<file path="src/rtl/ivg_pkg.sv">
package ivg_pkg;
    localparam int unsigned IVG_SRC_N  = 18;
    localparam int unsigned IVG_ADDR_W = 12;
    localparam int unsigned IVG_IDX_W  = $clog2(IVG_SRC_N);

    // Boot section start in words, per size select
    function automatic logic [IVG_ADDR_W-1:0] boot_start(input logic [1:0] sz);
        logic [IVG_ADDR_W-1:0] s;
        case (sz)
            2'b00:   s = 12'h800;
            2'b01:   s = 12'hC00;
            2'b10:   s = 12'hE00;
            default: s = 12'hF00;
        endcase
        return s;
    endfunction
endpackage

</file>
<file path="src/rtl/ivg_prio_enc.sv">
module ivg_prio_enc #(
    parameter int unsigned N     = 18,
    parameter int unsigned IDX_W = $clog2(N)
) (
    input  logic [N-1:0]     req,
    output logic             hit,
    output logic [IDX_W-1:0] idx
);
    always_comb begin
        hit = 1'b0;
        idx = '0;
        // scan downward so the lowest set bit is the last assignment
        for (int i = N - 1; i >= 0; i--) begin
            if (req[i]) begin
                hit = 1'b1;
                idx = IDX_W'(i);
            end
        end
    end
endmodule

</file>
<file path="src/rtl/ivg_base_sel.sv">
module ivg_base_sel
    import ivg_pkg::*;
(
    input  logic                  boot_rst_n,
    input  logic                  vec_sel,
    input  logic [1:0]            boot_size,
    output logic [IVG_ADDR_W-1:0] reset_addr,
    output logic [IVG_ADDR_W-1:0] irq_base
);
    logic [IVG_ADDR_W-1:0] bstart;

    always_comb begin
        bstart     = boot_start(boot_size);
        reset_addr = boot_rst_n ? '0 : bstart;
        irq_base   = vec_sel ? bstart : '0;
    end
endmodule

</file>
<file path="src/rtl/ivg_lock_gate.sv">
module ivg_lock_gate (
    input  logic gie,
    input  logic chg_hold,
    input  logic vec_sel,
    input  logic lock_app_exec,
    input  logic lock_boot_exec,
    input  logic pc_in_boot,
    output logic allow
);
    logic lock_blk;

    always_comb begin
        lock_blk = (vec_sel  && lock_app_exec  && !pc_in_boot) ||
                   (!vec_sel && lock_boot_exec &&  pc_in_boot);
        allow    = gie && !chg_hold && !lock_blk;
    end
endmodule

</file>
<file path="src/rtl/irq_vector_gen.sv">
module irq_vector_gen
    import ivg_pkg::*;
#(
    parameter int unsigned SRC_N  = IVG_SRC_N,
    parameter int unsigned ADDR_W = IVG_ADDR_W
) (
    input  logic              clk,
    input  logic              rst_n,
    input  logic              reset_evt,
    input  logic [SRC_N-1:0]  irq_req,
    input  logic              gie,
    input  logic              boot_rst_n,
    input  logic              vec_sel,
    input  logic [1:0]        boot_size,
    input  logic              lock_app_exec,
    input  logic              lock_boot_exec,
    input  logic              pc_in_boot,
    input  logic              chg_hold,
    output logic              vec_valid,
    output logic [ADDR_W-1:0] vec_addr,
    output logic [SRC_N-1:0]  vec_ack
);
    localparam int unsigned IDX_W = $clog2(SRC_N);

    typedef struct packed {
        logic              valid;
        logic [ADDR_W-1:0] addr;
        logic [SRC_N-1:0]  ack;
    } vec_state_t;

    vec_state_t st_d, st_q;

    logic                  hit;
    logic [IDX_W-1:0]      win_idx;
    logic                  allow;
    logic [IVG_ADDR_W-1:0] reset_addr, irq_base;

    ivg_prio_enc #(.N(SRC_N), .IDX_W(IDX_W)) u_prio (
        .req (irq_req),
        .hit (hit),
        .idx (win_idx)
    );

    ivg_base_sel u_base (
        .boot_rst_n (boot_rst_n),
        .vec_sel    (vec_sel),
        .boot_size  (boot_size),
        .reset_addr (reset_addr),
        .irq_base   (irq_base)
    );

    ivg_lock_gate u_gate (
        .gie            (gie),
        .chg_hold       (chg_hold),
        .vec_sel        (vec_sel),
        .lock_app_exec  (lock_app_exec),
        .lock_boot_exec (lock_boot_exec),
        .pc_in_boot     (pc_in_boot),
        .allow          (allow)
    );

    always_comb begin
        st_d = '0;
        if (reset_evt) begin
            st_d.valid = 1'b1;
            st_d.addr  = ADDR_W'(reset_addr);
        end else if (allow && hit) begin
            st_d.valid        = 1'b1;
            st_d.addr         = ADDR_W'(irq_base) + ADDR_W'(win_idx) + ADDR_W'(1);
            st_d.ack[win_idx] = 1'b1;
        end
    end

    always_ff @(posedge clk or negedge rst_n) begin
        if (!rst_n) st_q <= '0;
        else        st_q <= st_d;
    end

    assign vec_valid = st_q.valid;
    assign vec_addr  = st_q.addr;
    assign vec_ack   = st_q.ack;
endmodule

</file>
<file path="config.mk">
export PLATFORM = sky130hd
export DESIGN_NAME = irq_vector_gen
export DESIGN_NICKNAME = d
export VERILOG_FILES = /design/src/rtl/ivg_pkg.sv /design/src/rtl/ivg_prio_enc.sv /design/src/rtl/ivg_base_sel.sv /design/src/rtl/ivg_lock_gate.sv /design/src/rtl/irq_vector_gen.sv
export SDC_FILE = /design/constraint.sdc
export NUM_CORES = 1
export LEC_CHECK = 0
export BUFFER_PORTS_ARGS = -buffer_cell sky130_fd_sc_hd__buf_2
export CORE_ASPECT_RATIO = 1.2
export CORE_MARGIN = 4
export CORE_UTILIZATION = 45
export DETAILED_ROUTE_END_ITERATION = 8
export PLACE_DENSITY = 0.84
export SKIP_CTS_REPAIR_TIMING = 1
export SLEW_MARGIN = 20
export SYNTH_ARGS = -nofsm -noshare
export SYNTH_HDL_FRONTEND = slang
export SYNTH_HIERARCHICAL = 1
export SYNTH_SLANG_ARGS = --single-unit
export TNS_END_PERCENT = 30
</file>
<file path="constraint.sdc">
create_clock -name clk -period 0.8 [get_ports clk]
set_input_delay 0.2 -clock clk [delete_from_list [all_inputs] [get_ports clk]]
set_output_delay 0.2 -clock clk [all_outputs]
set_load 0.01 [all_outputs]
</file>
==> results.py, run 1 <==
metrics = {
    "outcome": {
        "status": "complete, but fails checks",
        "failed_checks": "setup timing",
    },
    "global_route": {
        "use_met2": 0.318,
        "grt_start_max_net_pins": 32,
        "grt.total_usage": 0.185,
        "antenna_found_initial": 0,
        "grt_pass1_wl_um": 7390,
        "first_global_vias": 1689,
        "met3_usage": 0.0318,
        "grt_most_used_layer": "met2",
        "met1_usage": 0.210,
        "overflow": 0,
    },
    "power_and_ir_drop": {
        "intPower_mw": 2.98,
        "p_switching_mw": 1.10,
        "swShare": 0.270,
        "powerDensity_nw_per_um2": 1400,
        "pwr-share-comb": 0.222,
        "clkPwrFrac": 0.381,
        "p_seq_frac": 0.398,
        "irDropWorstVdd_mv": 0.661,
        "leakage_nw": 1.38,
    },
    "critical_path": {
        "cp_data_arrival_time_ps": 2220,
        "critical_path_class": "input port to register",
        "cp_max_fo": 3,
        "slowest_delay_ps": 430,
        "critPathLaunchType": "input port",
        "worstPathCellList": "buf_8 -> buf_6 -> o41a_1 -> o22ai_2 -> inv_2 -> ha_4 -> fa_2 -> nand2b_4 -> nand2_2 -> a21oi_2 -> xor2_1 -> o21ai_1",
        "end_kind": "register",
        "slowest_stage": "o41a_1",
        "worstPathRequired_ps": 970,
    },
    "floorplan": {
        "die_w_um": 66.3,
        "die_h_um": 78.0,
        "ioPinCount": 61,
        "rows": 25,
        "start_util": 0.466,
        "coreArea_um2": 3940,
        "die-area_um2": 5170,
    },
    "cells_and_area": {
        "seqCellArea_um2": 776,
        "final_cell_mix": "buf_2 (53), dfrtp_1 (31), buf_4 (27)",
        "diodes": 0,
        "syn_to_final_growth_pct": 59.3,
        "fill_cells": 273,
        "final_core_util": 0.742,
        "multi_input_area_um2": 1210,
        "layout-drive-gt1-share": 0.520,
        "final_common_cell": "buf_2",
        "nNetsFinal": 335,
    },
    "logic_synthesis": {
        "synthFlopType": "dfrtp_1",
        "yosysWarnings": 6,
        "async_reset_ff_frac": 1.00,
        "ys_seq_area_frac": 0.423,
        "syn_area_per_cell_um2": 9.36,
        "synth_edf_count": 0,
        "synth_area_um2": 1840,
        "synth.distinct_cells": 50,
        "synth_cells": 196,
        "synth.largest_area_cell": "dfrtp_1",
        "synth-seq-cells": 31,
        "synth_top_cell_area_share": 0.423,
        "synth_area_leaders": "dfrtp_1 (42%), buf_4 (7.0%), nor2_1 (6.1%)",
    },
    "routing": {
        "drc_errors": 0,
        "viasPerCell": 5.18,
        "avgRoutedWirePerCell_um": 15.3,
        "first_iter_violations": 97,
        "num_vias": 1834,
        "postRouteAntennaNets": 0,
        "dr.pass1.iters": 4,
        "routed_wl_um": 5420,
    },
    "placed_design": {
        "place_ws_ps": -1500,
        "portBuffers": 60,
        "gp_congestion": 0.829,
        "dp_hpwl_um": 3470,
    },
    "worst_hold_path": {
        "hold_class": "input port to register",
    },
    "cts": {
        "cts_max_level": 2,
        "numCtsBuffers": 5,
        "cts_sinks": 31,
        "cts_root_buffer": "clkbuf_8",
        "clockBufferDepth": 2,
        "path_clk_slew_ps": 70,
        "cts_tree": "done",
    },
    "sta": {
        "setup_viol": 60,
        "finalCritPeriodShare": 2.55,
        "finalSetupTns_ps": -27340,
        "rsz0062_at_grt": "yes",
        "drv_slew": 0,
        "finalHoldViolCount": 0,
        "fmax_ghz": 0.490,
        "finalCriticalPeriod_ps": 2040,
        "fin_ws_ps": -1240,
    },
    "flow_run": {
        "maxCapViolCount": 0,
    },
}
==> critical path: cells and delay by family <==
kind	cells	cell delay, ps
AOI/OAI and AO/OA	4	800
adders and majority gates	2	510
buffers and inverters	3	280
and+or+nand+nor	2	240
xor gates and xnor gates	1	190
==> cells by family (layout without fill, tap and decap cells) <==
logic type	count (synthesis)	in the layout	synth area share
AO/OA/AOI/OAI	37	37	0.160
XOR/XNOR	6	6	0.0286
adder cells (fa/ha/maj)	6	6	0.0450
buffers and inverters	30	119	0.0961
flip-flops	31	31	0.423
other	1	16	0.00204
AND/OR/NAND/NOR	85	85	0.245
==> sequential cells by signal (all words and copies together) (netlist names) <==
signal / count
vec_valid: 1
vec_ack: 18
vec_addr: 12
==> through the flow <==
| step | power (mW) | instance area [µm²] | hold slack [ps] | cells |
|---|---|---|---|---|
| final | 4.08 | 2920 | 283 | 354 |
| after global routing | 4.26 | 2920 | 316 | 354 |
| after CTS | 3.89 | 2580 | -132 | 347 |
| after detailed placement | 2.36 | 2470 | 177 | 339 |
| after global placement | 2.34 | 2470 | 157 | 339 |
| after floorplan | 2.05 | 1970 | -95.6 | 211 |
==> power by group through the flow <==
stage / sequential (mW) / clock, mW / combinational [mW]
final: 1.62 / 1.55 / 0.904
after global routing: 1.63 / 1.66 / 0.974
after CTS: 1.62 / 1.55 / 0.715
after detailed placement: 1.65 / 0 / 0.709
after global placement: 1.65 / 0 / 0.688
after floorplan: 1.68 / 0 / 0.365
==> metal layers <==
layer / routed length, µm / up-vias
li1: - / 856
met1: 2000 / 882
met2: 3000 / 83
met3: 283 / 13
met4: 135 / 0
met5: 0 / -
==> synth_stat cells (all sizes together), types with 4 or more instances <==
| cell type | number |
|---|---|
| dfrtp | 31 |
| nor2 | 30 |
| buf | 17 |
| nand2 | 17 |
| o21ai | 12 |
| inv | 11 |
| nand3 | 8 |
| ha | 5 |
| nor4 | 5 |
| a21oi | 4 |
| a32o | 4 |
| nand2b | 4 |
==> final cells by class <==
class                           instances  share of cell area
Multi-Input combinational cell        150               0.414
Sequential cell                        31               0.265
Timing Repair Buffer                  100               0.245
Clock buffer                            5              0.0235
Tap cell                               54              0.0231
Clock inverter                          3              0.0150
Inverter                               11              0.0141
==> worst paths after layout <==
check,start,to,slack [ps],cells past startpoint
max in group asynchronous,rst_n,vec_addr[7]$_DFF_PN0_,240,3
min in group asynchronous,rst_n,vec_ack[11]$_DFF_PN0_,400,3
max,irq_req[12],vec_addr[4]$_DFF_PN0_,-1240,12
min,boot_size[0],vec_addr[10]$_DFF_PN0_,280,4
(Power assumes the default switching activity.)
==> inputs of run 2 (changes only) <==
Clock period 0.8 ns to 1.85 ns, I/O delays scaled along.
==> results.py, run 2 (same netlist as run 1, synthesis figures left out) <==
metrics = {
    "cells_and_area": {
        "diodes": 0,
        "nNetsFinal": 319,
        "layout-drive-gt1-share": 0.445,
        "final_cells": 337,
        "final_cell_mix": "buf_2 (57), dfrtp_1 (31), nor2_1 (26)",
        "final_common_cell": "buf_2",
        "largest_reg_flops": 18,
        "syn_to_final_growth_pct": 41.1,
    },
    "outcome": {
        "failed_checks": "setup timing",
        "status": "complete, but fails checks",
    },
    "routing": {
        "dr.pass1.iters": 4,
        "avgRoutedWirePerCell_um": 13.9,
        "drc_errors": 0,
        "postRouteAntennaNets": 0,
        "viasPerCell": 5.01,
        "num_vias": 1689,
        "first_iter_violations": 80,
        "routed_wl_um": 4690,
    },
    "cts": {
        "cts_root_buffer": "clkbuf_8",
        "cts_sinks": 31,
        "cts_max_level": 2,
        "path_clk_slew_ps": 70,
        "clockBufferDepth": 2,
        "cts_tree": "done",
        "numCtsBuffers": 5,
    },
    "global_route": {
        "first_global_vias": 1634,
        "grt_pass1_wl_um": 7110,
        "antenna_found_initial": 0,
        "grt.total_usage": 0.177,
        "grt_start_max_net_pins": 32,
        "overflow": 0,
    },
    "sta": {
        "setup_viol": 15,
        "fin_ws_ps": -429,
        "worstMarginPinSlew_ps": 654,
        "finalCritPeriodShare": 1.23,
        "finalCriticalPeriod_ps": 2280,
        "drv_slew": 0,
        "holdWs_ps": 204,
        "rsz0062_at_grt": "yes",
        "fmax_ghz": 0.439,
        "finalSetupTns_ps": -2210,
        "finalHoldViolCount": 0,
        "relSlewSlack": 0.564,
    },
    "floorplan": {
        "die_w_um": 66.3,
        "die_h_um": 78.0,
        "start_util": 0.466,
        "rows": 25,
        "die-area_um2": 5170,
        "coreArea_um2": 3940,
        "ioPinCount": 61,
    },
    "critical_path": {
        "slowest_stage": "o41a_1",
        "slowest_delay_ps": 410,
        "cp_max_fo": 3,
        "critPathLaunchType": "input port",
        "worstPathCellList": "buf_8 -> nor2b_4 -> o41a_1 -> o22ai_2 -> inv_2 -> ha_4 -> fa_2 -> nand2b_4 -> nand2_2 -> a21oi_2 -> xor2_1 -> o21ai_1",
        "cp_data_arrival_time_ps": 2470,
        "worstPathRequired_ps": 2040,
        "critical_path_class": "input port to register",
        "end_kind": "register",
    },
    "power_and_ir_drop": {
        "powerDensity_nw_per_um2": 596,
        "leakage_nw": 1.27,
        "irDropWorstVdd_mv": 0.260,
    },
    "placed_design": {
        "portBuffers": 60,
        "place_inst": 329,
        "dp_hpwl_um": 3490,
        "gp_congestion": 0.876,
    },
    "worst_hold_path": {
        "hold_class": "input port to async pin",
    },
    "flow_run": {
        "maxCapViolCount": 0,
    },
}
[run 2: changes by cell type in the layout (fill, tap and decap cells not counted), sizes merged]
cell / previous run / this run
buf: 99 / 84
bufinv: 1 / 0
clkbuf: 5 / 6
clkinv: 2 / 1
dlygate4sd3: 1 / 0
[run 2: layout make-up]
type	instances	area (µm²)
clock buffer	6	82.6
clock inverter	1	5.00
fill	330	1350
inverter	11	41.3
multi-input combinational	150	1090
sequential	31	776
tap	54	67.6
timing repair buffer	84	528
[run 2: per-layer routing]
metal | global-route usage | vias up | wire length, µm
met4 | 0.106 | 0 | 187
met2 | 0.316 | 59 | 2550
li1 | - | 820 | -
met5 | 0 | - | 0
met1 | 0.191 | 794 | 1740
met3 | 0.0275 | 16 | 209
[run 2: path summary, 6_finish.rpt]
check	slack, ps	depth (start not counted)	start	end
hold / removal	200	1	rst_n	vec_ack[11]$_DFF_PN0_
setup / recovery	-430	12	irq_req[14]	vec_addr[4]$_DFF_PN0_
min in group clk	480	4	boot_rst_n	vec_addr[9]$_DFF_PN0_
max in group asynchronous	1210	1	rst_n	vec_addr[4]$_DFF_PN0_
[run 2: critical path, delay by kind of cell]
family | cells | cell delay (ps)
AO/OA/AOI/OAI | 4 | 820
XOR/XNOR | 1 | 130
adder cells (fa/ha/maj) | 2 | 530
buffers and inverters | 2 | 200
AND/OR/NAND/NOR | 3 | 340
[run 2: where the power goes]
part           internal [mW]  leakage, nW  switching, mW
clock                  0.291       0.0470          0.227
combinational          0.150        0.805          0.172
sequential             0.698        0.417        0.00438
total                   1.14         1.27          0.403
[run 2: per-stage QoR]
step                 util  power (mW)  worst slack, ps  cell area [µm²]
detailed placement  0.603        1.00             -732             2380
CTS                 0.626        1.52             -446             2470
global route        0.657        1.62             -504             2590
floorplan               -       0.883             -475             1950
finish              0.657        1.54             -429             2590
global placement    0.603       0.993             -676             2380
==> inputs of run 3 (changes only) <==
Settings changed: CORE_UTILIZATION 45 to 54, PLACE_DENSITY 0.84 to 0.94.
Clock period 1.85 ns to 2.8 ns, I/O delays scaled along.
==> results.py, run 3 (same netlist as run 1, synthesis figures left out) <==
metrics = {
    "cells_and_area": {
        "finalInstanceArea_um2": 2260,
        "final_cell_mix": "buf_2 (60), dfrtp_1 (31), nor2_1 (30)",
        "layout-drive-gt1-share": 0.346,
        "final_common_cell": "buf_2",
        "seqCellArea_um2": 776,
        "diodes": 0,
        "syn_to_final_growth_pct": 23.2,
        "largest_reg_flops": 18,
        "fill_cells": 237,
        "nNetsFinal": 307,
        "multi_input_area_um2": 951,
    },
    "cts": {
        "cts_sinks": 31,
        "clockBufferDepth": 2,
        "path_clk_slew_ps": 100,
        "cts_root_buffer": "clkbuf_4",
        "cts_tree": "done",
        "cts_max_level": 2,
        "numCtsBuffers": 5,
    },
    "sta": {
        "finalCriticalPeriod_ps": 2610,
        "fmax_ghz": 0.384,
        "drv_slew": 0,
        "relSlewSlack": 0.579,
        "finalHoldViolCount": 0,
        "worstMarginPinSlew_ps": 631,
        "finalCritPeriodShare": 0.931,
        "setup_viol": 0,
    },
    "placed_design": {
        "dp_hpwl_um": 3060,
        "post_dp_cell_area_um2": 2180,
        "gp_congestion": 0.891,
        "portBuffers": 60,
    },
    "floorplan": {
        "die_h_um": 71.9,
        "ioPinCount": 61,
        "start_util": 0.580,
        "rows": 22,
        "coreArea_um2": 3170,
        "die-area_um2": 4400,
        "die_w_um": 61.2,
    },
    "critical_path": {
        "worstPathRequired_ps": 3050,
        "end_kind": "register",
        "cp_max_fo": 3,
        "cp_data_arrival_time_ps": 2850,
        "critPathLaunchType": "input port",
        "critical_path_class": "input port to register",
    },
    "global_route": {
        "antenna_found_initial": 0,
        "grt.total_usage": 0.185,
        "grt_pass1_wl_um": 6210,
        "overflow": 0,
        "grt_start_max_net_pins": 32,
        "first_global_vias": 1504,
    },
    "routing": {
        "routed_wl_um": 3770,
        "drt-met1-wl_um": 1600,
        "drc_errors": 0,
        "num_vias": 1568,
        "postRouteAntennaNets": 0,
        "first_iter_violations": 79,
        "viasPerCell": 5.09,
        "avgRoutedWirePerCell_um": 12.2,
        "dr.pass1.iters": 4,
        "top_layer_used": "met4",
        "route.met3.wl_um": 186,
        "dr_wl_met2_um": 1910,
    },
    "power_and_ir_drop": {
        "leakage_nw": 1.15,
        "powerDensity_nw_per_um2": 391,
        "irDropWorstVdd_mv": 0.360,
        "total_power_uw": 885,
    },
    "flow_run": {
        "maxCapViolCount": 0,
    },
    "outcome": {
        "status": "finished, final reports clean",
    },
    "worst_hold_path": {
        "hold_class": "input port to async pin",
    },
}
==> run 3: changes by cell type in the layout (fill, tap and decap cells not counted), moves of 3 or more <==
cell | before | now
clkbuf_8 | 6 | 0
buf_4 | 22 | 12
buf_2 | 57 | 60
nor2_2 | 3 | 0
nor2_1 | 26 | 30
clkbuf_4 | 0 | 5
==> run 3: stage by stage <==
step / utilization / hold slack [ps] / setup TNS [ps] / std cells / setup slack [ps]
floorplan: - / 404 / 0 / 211 / 18.4
global placement: 0.690 / 751 / -84.7 / 299 / -71.2
detailed placement: 0.690 / 762 / -312 / 299 / -211
CTS: 0.708 / 398 / 0 / 307 / 130
global route: 0.714 / 433 / -5.11 / 308 / -5.11
finish: 0.714 / 372 / 0 / 308 / 193
==> run 3: worst paths after layout <==
kind	from	to	cells past startpoint
max in group asynchronous	rst_n	vec_addr[6]$_DFF_PN0_	1
setup / recovery	irq_req[14]	vec_addr[4]$_DFF_PN0_	12
min in group clk	boot_rst_n	vec_addr[9]$_DFF_PN0_	4
hold / removal	rst_n	vec_ack[17]$_DFF_PN0_	1
==> run 3: power by group <==
group | internal [mW] | leakage (nW) | switching, mW
logic | 0.0741 | 0.704 | 0.0943
clock network | 0.0957 | 0.0272 | 0.158
registers | 0.460 | 0.417 | 0.00268
total | 0.630 | 1.15 | 0.255
==> run 3: layer usage <==
layer | global-route usage | vias up
li1 | - | 798
met1 | 0.217 | 717
met2 | 0.322 | 47
met3 | 0.0180 | 6
met4 | 0.0916 | 0
met5 | 0 | -
==> run 3: layout make-up <==
cell class / instances / area share
Sequential cell: 31 / 0.343
Timing Repair Buffer: 72 / 0.173
Clock inverter: 3 / 0.00885
Clock buffer: 5 / 0.0166
Tap cell: 36 / 0.0199
Multi-Input combinational cell: 150 / 0.421
Inverter: 11 / 0.0183
==> run 3: critical path, cell delays in order <==
cell	delay (ps)
buf_2	110
nor2b_1	120
o41a_1	380
o22ai_2	190
inv_1	90
ha_1	230
fa_1	390
nand2b_1	200
nand2_1	90
a21oi_1	70
xor2_1	140
o21ai_1	140
